[src/rtl/srst_pkg.sv]
package srst_pkg;
  localparam int unsigned WORD_W = 32;
  localparam int unsigned HALF_W = 16;

  // lines held by one register for a given write style
  function automatic int unsigned lines_per_reg(input int unsigned masked);
    return (masked != 0) ? HALF_W : WORD_W;
  endfunction

  // masked update: enabled bits take the new value, others keep the old one
  function automatic logic [HALF_W-1:0] masked_merge(
    input logic [HALF_W-1:0] cur,
    input logic [WORD_W-1:0] wd
  );
    logic [HALF_W-1:0] en;
    en = wd[WORD_W-1:HALF_W];
    return (cur & ~en) | (wd[HALF_W-1:0] & en);
  endfunction
endpackage

[src/rtl/srst_addr_dec.sv]
module srst_addr_dec #(
  parameter int unsigned ADDR_W   = 8,
  parameter int unsigned NUM_REGS = 4,
  parameter int unsigned IDX_W    = 2
) (
  input  logic [ADDR_W-1:0] addr,
  output logic [IDX_W-1:0]  idx,
  output logic              in_range
);
  logic [31:0] word_w;

  always_comb begin
    word_w   = 32'(addr[ADDR_W-1:2]);
    in_range = (word_w < NUM_REGS);
    idx      = IDX_W'(word_w);
  end
endmodule

[src/rtl/srst_reg_slot.sv]
module srst_reg_slot
  import srst_pkg::*;
#(
  parameter int unsigned      MASK_MODE = 1,
  parameter int unsigned      LPR       = 16,
  parameter logic [LPR-1:0]   DEFAULT_V = '0
) (
  input  logic              clk,
  input  logic              rst_n,
  input  logic              wr_sel,
  input  logic [WORD_W-1:0] wdata,
  output logic [LPR-1:0]    q
);
  logic [LPR-1:0] q_nxt;
  logic [LPR-1:0] upd;

  generate
    if (MASK_MODE != 0) begin : g_masked
      always_comb upd = LPR'(masked_merge(HALF_W'(q), wdata));
    end else begin : g_plain
      always_comb upd = wdata[LPR-1:0];
    end
  endgenerate

  // explicit clock enable: hold unless this slot is written
  always_comb begin
    q_nxt = q;
    if (wr_sel) q_nxt = upd;
  end

  always_ff @(posedge clk or negedge rst_n) begin
    if (!rst_n) q <= DEFAULT_V;
    else        q <= q_nxt;
  end
endmodule

[src/rtl/srst_read_mux.sv]
module srst_read_mux
  import srst_pkg::*;
#(
  parameter int unsigned NUM_REGS = 4,
  parameter int unsigned LPR      = 16,
  parameter int unsigned IDX_W    = 2,
  localparam int unsigned NLINES  = NUM_REGS * LPR
) (
  input  logic [NLINES-1:0] lines,
  input  logic [IDX_W-1:0]  idx,
  input  logic              in_range,
  output logic [WORD_W-1:0] rd_word
);
  always_comb begin
    rd_word = '0;
    for (int i = 0; i < NUM_REGS; i++) begin
      if (in_range && (idx == IDX_W'(i)))
        rd_word[LPR-1:0] = lines[i*LPR +: LPR];
    end
  end
endmodule

[src/rtl/srst_bank.sv]
module srst_bank
  import srst_pkg::*;
#(
  parameter int unsigned ADDR_W    = 8,
  parameter int unsigned NUM_REGS  = 4,
  parameter int unsigned MASK_MODE = 1,
  parameter logic [NUM_REGS*((MASK_MODE != 0) ? 16 : 32)-1:0] RST_DEFAULT = '0
) (
  input  logic                                        clk,
  input  logic                                        rst_n,
  input  logic [ADDR_W-1:0]                           addr,
  input  logic [31:0]                                 wdata,
  input  logic                                        wr_en,
  input  logic                                        rd_en,
  output logic [31:0]                                 rdata,
  output logic [NUM_REGS*((MASK_MODE != 0) ? 16 : 32)-1:0] rst_out
);
  localparam int unsigned LPR    = lines_per_reg(MASK_MODE);
  localparam int unsigned NLINES = NUM_REGS * LPR;
  localparam int unsigned IDX_W  = (NUM_REGS > 1) ? $clog2(NUM_REGS) : 1;

  logic [IDX_W-1:0]  idx;
  logic              in_range;
  logic [WORD_W-1:0] rd_word;
  logic [WORD_W-1:0] rdata_nxt;
  logic [NLINES-1:0] lines;

  srst_addr_dec #(
    .ADDR_W  (ADDR_W),
    .NUM_REGS(NUM_REGS),
    .IDX_W   (IDX_W)
  ) u_dec (
    .addr    (addr),
    .idx     (idx),
    .in_range(in_range)
  );

  generate
    for (genvar i = 0; i < NUM_REGS; i++) begin : g_slot
      logic sel;
      always_comb sel = wr_en && in_range && (idx == IDX_W'(i));
      srst_reg_slot #(
        .MASK_MODE(MASK_MODE),
        .LPR      (LPR),
        .DEFAULT_V(RST_DEFAULT[i*LPR +: LPR])
      ) u_slot (
        .clk   (clk),
        .rst_n (rst_n),
        .wr_sel(sel),
        .wdata (wdata),
        .q     (lines[i*LPR +: LPR])
      );
    end
  endgenerate

  srst_read_mux #(
    .NUM_REGS(NUM_REGS),
    .LPR     (LPR),
    .IDX_W   (IDX_W)
  ) u_rmux (
    .lines   (lines),
    .idx     (idx),
    .in_range(in_range),
    .rd_word (rd_word)
  );

  // read capture sees pre-write contents (flop outputs)
  always_comb begin
    rdata_nxt = rdata;
    if (rd_en) rdata_nxt = rd_word;
  end

  always_ff @(posedge clk or negedge rst_n) begin
    if (!rst_n) rdata <= '0;
    else        rdata <= rdata_nxt;
  end

  assign rst_out = lines;
endmodule

[config.mk]
export PLATFORM = sky130hd
export DESIGN_NAME = srst_bank
export DESIGN_NICKNAME = d
export VERILOG_FILES = /design/src/rtl/srst_pkg.sv /design/src/rtl/srst_addr_dec.sv /design/src/rtl/srst_reg_slot.sv /design/src/rtl/srst_read_mux.sv /design/src/rtl/srst_bank.sv
export SDC_FILE = /design/constraint.sdc
export NUM_CORES = 1
export LEC_CHECK = 0
export ABC_AREA = 1
export CORE_UTILIZATION = 49
export CTS_CLUSTER_DIAMETER = 100
export DETAILED_ROUTE_END_ITERATION = 10
export GPL_ROUTABILITY_DRIVEN = 0
export PLACE_DENSITY = 0.82
export SETUP_SLACK_MARGIN = 0.1
export SYNTH_ARGS = -nofsm -noshare
export SYNTH_HDL_FRONTEND = slang
export SYNTH_HIERARCHICAL = 1
export SYNTH_SLANG_ARGS = --single-unit
[constraint.sdc]
create_clock -name clk -period 1.1 [get_ports clk]
set_clock_uncertainty 0.05 [all_clocks]
set_input_delay 0.165 -clock clk [delete_from_list [all_inputs] [get_ports clk]]
set_output_delay 0.165 -clock clk [all_outputs]
set_load 0.01 [all_outputs]
* Word-level counts from Yosys, hierarchy flattened
Cells that the tools add are included.
** Storage, ports and cells
- Register bits :: 80
- Input bits :: 44
- Output and inout port bits :: 96
** Cells by class
- Magnitude comparators :: 1
- Eq/ne operators :: 3
- Mux-type cells :: 4
- Bitwise operators :: 10
- Reduce and logical (&&, ||, !) cells :: 10
** Operators with widths (number)
- $and 16x16->16 :: 5
- $mux 16 :: 4
- $or 16x16->16 :: 4
- $not 16->16 :: 1
- $logic_and 1x1->1 :: 9
- $lt 6x3->1 const B :: 1
- $eq 2x2->1 const B :: 2
- $eq 2x1->1 const B :: 1
- $logic_not 2->1 :: 1

* Logic depth before layout (Yosys ltp)
Gate-level depths: netlist of run 1.
- Depth in word-level cells :: 6
- Gate-level depth with buffers :: 9
- Depth with buffers taken out :: 8

* Modules after synthesis
Netlist of run 1, hierarchy kept.
** By module, submodules not included
- srst_reg_slot :: times used 4, cells each 83, area an instance 694.4 um^2
- srst_bank :: times used 1, cells each 147, area an instance 1333.8 um^2
- srst_read_mux :: times used 1, cells each 118, area an instance 755.7 um^2
- srst_addr_dec :: times used 1, cells each 9, area an instance 41.3 um^2

* Worst setup path before layout of run 1
OpenSTA, ideal clock, no wires.
- Kind :: input port to flip-flop
- Start :: in addr[6]
- End :: reg (tool-made name)
- Setup time :: 117 ps
- Data arrival time :: 1073 ps
- Required time :: 933 ps
- Slack :: -140 ps
- Stages :: 9
- Buffers on the path :: 1
- Cells stage by stage :: inv_1 nand2_1 nor2_1 nand2_1 nor2_1 buf_6 nand2_1 nand2_1 nand2_1
** RTL lines
- start: declaration :: line srst_bank.sv:11 : input logic [ADDR_W-1:0] addr,

==> results.json, run 1 <==
{
  "placed_area_mm2": 0.00698,
  "ir_worst_vdd_v": 0.000594,
  "crit_chain": "buf_2, inv_1, nand2_1, nor2_4, buf_12, buf_6, buf_8, nand3_1, nand2_1",
  "dp_hpwl_um": 10300,
  "grt_antenna_before_repair": 0,
  "die_w_um": 102,
  "core_mm2": 0.00973,
  "wl_um": 21800,
  "ys_warn_count": 6,
  "grt_pass1_vias": 5657,
  "critPathKind": "in -> reg",
  "dr.max_layer_used": "met4",
  "wl_met3_um": 2710,
  "start_util_pct": 50.5,
  "grt_max_degree": 33,
  "rows": 36,
  "grt_setup_unrepaired": "true",
  "grt_pass1_wl_um": 28300,
  "stdcell_area_mm2": 0.00820,
  "max_freq_mhz": 777,
  "maxSlewHeadroom_pct": 59.1,
  "hold_viol": 0,
  "min_period_ns": 1.29,
  "crit_slowest_cell": "nor2_4",
  "drive_gt1_share_pct": 47.5,
  "multi_input_area_mm2": 0.00262,
  "synth-seq-cells": 96,
  "wl_per_cell_um": 21.6,
  "die-area_mm2": 0.0104,
  "power-per-cell-area_mw_per_mm2": 1020,
  "drt_first_pass_iters": 6,
  "end_kind": "flip-flop",
  "synth.cell_area_mm2": 0.00491,
  "cts_sinks": 96,
  "wl_met2_um": 9690,
  "setup_viol_count_final": 137,
  "synth.distinct_cells": 17,
  "p_leak_nw": 4.44,
  "mostFrequentLayoutCell": "nand2_1",
  "seqCellArea_mm2": 0.00240,
  "clock_path_buffers": 2,
  "tightest_slew_ns": 0.612,
  "vias": 6107,
  "power_mw": 8.36,
  "setup_ws_ns": -0.187,
  "die_h_um": 102,
  "most-common-layout-cells": "193 x nand2_1, 95 x dfrtp_1, 83 x buf_4",
  "fin_crit_sh_pct": 117,
  "path_clk_slew_ns": 0.11,
  "arrival_ns": 1.57,
  "cp-start-kind": "input port",
  "avgSynthCellArea_um2": 8.10,
  "drc": 0,
  "dpl.cell_count": 933,
  "cts_buffers": 9,
  "fillers": 485,
  "diodes": 0,
  "violations": "setup timing",
  "cts_root_buf": "clkbuf_8",
  "syn_inst": 606,
  "status": "complete, but fails checks",
  "grt.overflow.total": 0,
  "htree_levels": 3,
  "grt_util_all_layers_pct": 36.5,
  "nets": 913,
  "portBuffers": 137,
  "routed_via_density": 6.06,
  "fin_cells": 1007,
  "ios": 140,
  "crit_top_cell": "nand2_1",
  "ys_seq_area_share_pct": 48.9,
  "drtAntennaViolNets": 0,
  "holdCritPathClass": "in -> async",
  "cp_max_fo": 8,
  "drt-met1-wl_um": 7550,
  "synthToLayoutAreaGrowth_pct": 67.1,
  "critPathMaxStageDelay_ns": 0.22,
  "drt-initial-drc-count": 731,
  "drv_slew": 0,
  "worst-endpoint-required_ns": 1.38,
  "tritoncts": "built",
  "drv_cap": 0,
  "clk-insertion-delay-late_ns": 0.40
}
synth_stat cells:
library cell | n | area [um^2]
buf_2 | 12 | 60.1
nand2_2 | 10 | 62.6
nand3_1 | 80 | 400
inv_2 | 2 | 7.51
clkbuf_8 | 3 | 41.3
dfrtp_1 | 96 | 2400
nor2_1 | 5 | 18.8
inv_8 | 1 | 11.3
inv_1 | 6 | 22.5
buf_6 | 18 | 203
buf_8 | 1 | 15.0
conb_1 | 1 | 3.75
nor2_8 | 1 | 20.0
buf_12 | 1 | 20.0
buf_4 | 20 | 150
nand2_1 | 285 | 1070
nand4_1 | 64 | 400
per-layer routing:
layer,vias up,global-route usage [%]
met5,-,0
met1,2819,41.9
met3,195,10.7
met4,0,23.6
met2,599,59.7
li1,2494,-
final cells by class:
cell class                 count  share of cell area, %
timing repair buffer         292                   33.9
multi-input combinational    461                   31.9
sequential                    96                   29.3
tap                          133                   2.03
clock buffer                  11                   1.72
inverter                       9                  0.747
clock inverter                 5                  0.397
stage by stage:
| step | TNS (ns) | hold slack (ns) | util (%) | setup slack [ns] |
|---|---|---|---|---|
| CTS | -3.13 | 0.109 | 77.8 | -0.0637 |
| global route | -9.66 | 0.135 | 84.3 | -0.180 |
| global placement | -55.11 | -0.0364 | 71.8 | -0.690 |
| floorplan | 0 | -0.181 | - | 0.0441 |
| detailed placement | -59.13 | -0.0356 | 71.8 | -0.765 |
| finish | -8.05 | 0.110 | 84.3 | -0.187 |
critical path, delay by kind of cell:
kind / cells / cell delay [ns]
buffers and inverters: 5 / 0.76
and+or+nand+nor: 4 / 0.64
what timing repair did:
action / CTS / global route
cloned: 9 / 1
pin swaps: 90 / 107
setup endpoints to repair: 176 / 163
buffers inserted: 51 / 16
gates resized for setup: 497 / 144
endpoints found under the hold margin: 96 / 0
hold buffers: 1 / 0
worst paths after layout:
path | startpoint | end | slack [ns] | cells past startpoint
setup / recovery | addr[2] | flip-flop | -0.19 | 9
hold / removal | rst_n | rdata[12] | 0.11 | 2
setup reg to reg | flip-flop | rdata[5] | -0.11 | 5
hold reg to reg | rdata[21] | rdata[21] | 0.43 | 2
max in group asynchronous | rst_n | asynchronous set/reset pin | 0.41 | 3
min in group clk | wdata[30] | flip-flop | 0.22 | 3
report_power, final:
group	internal, mW	total, mW	switching (mW)
sequential	3.77	3.97	0.200
combinational	0.996	2.10	1.11
clock	0.879	2.28	1.40
cells by family after synthesis:
group / after synthesis / share of synthesized area, %
buffers and inverters: 64 / 10.8
DFF: 96 / 48.9
other: 1 / 0.0764
and+or+nand+nor: 445 / 40.2
Note: power is estimated with default switching activity, not from simulation.
==> run 2, diff against run 1 <==
CORE_UTILIZATION = 52   (was 49)
PLACE_DENSITY = 0.86   (was 0.82)
clock period = 1.6 ns   (was 1.1 ns; I/O delays follow)
==> results.json, run 2 (same netlist as run 1, synthesis figures left out) <==
{
  "rows": 35,
  "ff2ff_setup_slack_ns": 0.51,
  "cts_root_buf": "clkbuf_8",
  "tritoncts": "built",
  "drive_gt1_share_pct": 9.88,
  "cp-start-kind": "input port",
  "grt_pass1_wl_um": 21800,
  "grt_max_degree": 44,
  "grt_setup_unrepaired": "true",
  "portBuffers": 137,
  "drc": 0,
  "cts_buffers": 9,
  "fin_crit_sh_pct": 91.2,
  "mostFrequentLayoutCell": "nand2_1",
  "most-common-layout-cells": "284 x nand2_1, 96 x dfrtp_1, 96 x dlygate4sd2_1",
  "nets": 798,
  "worst-endpoint-required_ns": 1.80,
  "holdCritPathClass": "in -> async",
  "p_leak_nw": 3.55,
  "clk-insertion-delay-late_ns": 0.36,
  "status": "complete, no violations",
  "vias": 4820,
  "critPathKind": "in -> reg",
  "diodes": 0,
  "grt.overflow.total": 0,
  "die-area_mm2": 0.00983,
  "core_mm2": 0.00920,
  "setup_viol_count_final": 0,
  "hold_viol": 0,
  "synthToLayoutAreaGrowth_pct": 31.2,
  "die_w_um": 99.2,
  "r2r_cells": 5,
  "clock_path_buffers": 2,
  "drv_slew": 0,
  "whs_ns": 0.272,
  "routed_via_density": 5.54,
  "cp_max_fo": 10,
  "grt_util_all_layers_pct": 28.3,
  "regToRegEndpoint": "rdata[6]",
  "end_kind": "flip-flop",
  "drtAntennaViolNets": 0,
  "wl_per_cell_um": 15.2,
  "drt_first_pass_iters": 5,
  "ir_worst_vdd_v": 0.000437,
  "die_h_um": 99.2,
  "wl_um": 13200,
  "dp_hpwl_um": 9260,
  "grt_antenna_before_repair": 0,
  "power-per-cell-area_mw_per_mm2": 784,
  "ios": 140,
  "path_clk_slew_ns": 0.09,
  "drt-initial-drc-count": 359,
  "htree_levels": 3,
  "fillers": 750,
  "drv_cap": 0,
  "min_period_ns": 1.46,
  "grt_pass1_vias": 4577,
  "power_mw": 5.05,
  "arrival_ns": 1.66,
  "cts_sinks": 96,
  "max_freq_mhz": 686,
  "start_util_pct": 53.4
}
run 2: through the flow:
step | std cells | area (um^2) | util, % | TNS [ns] | setup WS (ns)
floorplan | 621 | 4960 | - | 0 | 0.285
global placement | 840 | 6270 | 68.2 | -12.72 | -0.185
detailed placement | 840 | 6270 | 68.2 | -17.61 | -0.277
CTS | 870 | 6430 | 69.9 | 0 | 0.110
global route | 870 | 6440 | 70.0 | 0 | 0.0568
finish | 870 | 6440 | 70.0 | 0 | 0.141
run 2: how the worst max path moves through the flow:
stage,endpoint,from,cells past startpoint
after detailed placement,flip-flop,addr[6],10
after CTS,flip-flop,addr[6],10
after floorplan,flip-flop,addr[6],9
final,flip-flop,addr[6],10
after global routing,flip-flop,addr[7],10
after global placement,flip-flop,addr[6],10
run 2: layout make-up:
| type | count | area, um^2 | area share [%] |
|---|---|---|---|
| Sequential cell | 96 | 2400 | 37.3 |
| Inverter | 9 | 43.8 | 0.680 |
| Clock inverter | 6 | 43.8 | 0.680 |
| Multi-Input combinational cell | 461 | 2060 | 31.9 |
| Timing Repair Buffer | 177 | 1630 | 25.3 |
| Tap cell | 111 | 139 | 2.16 |
| Clock buffer | 10 | 128 | 1.98 |
run 2: power by group:
part	internal, mW	total (mW)	switching, mW
Sequential	2.59	2.73	0.136
Combinational	0.401	0.903	0.502
Clock	0.571	1.41	0.842
run 2: critical path: stages:
cell	delay [ns]
clkdlybuf4s50_1	0.40
inv_1	0.05
nand2_1	0.07
nor2_4	0.15
nand2_2	0.13
nor2_2	0.21
buf_4	0.21
nand2_1	0.07
nand2_1	0.07
nand2_1	0.05
run 2: what timing repair did:
action,4_1_cts,5_1_grt
setup endpoints to repair,96,67
buffers inserted,13,0
hold buffers,1,0
resized for setup,96,4
pin swaps,0,0
hold endpoints to repair,23,0
run 2: per-layer routing:
layer	global-route usage [%]	vias up	share of wire (%)
met5	0	-	0
met4	11.2	0	2.2
met3	4.22	33	8.9
met2	46.0	264	48
met1	38.6	2250	41
li1	-	2273	-
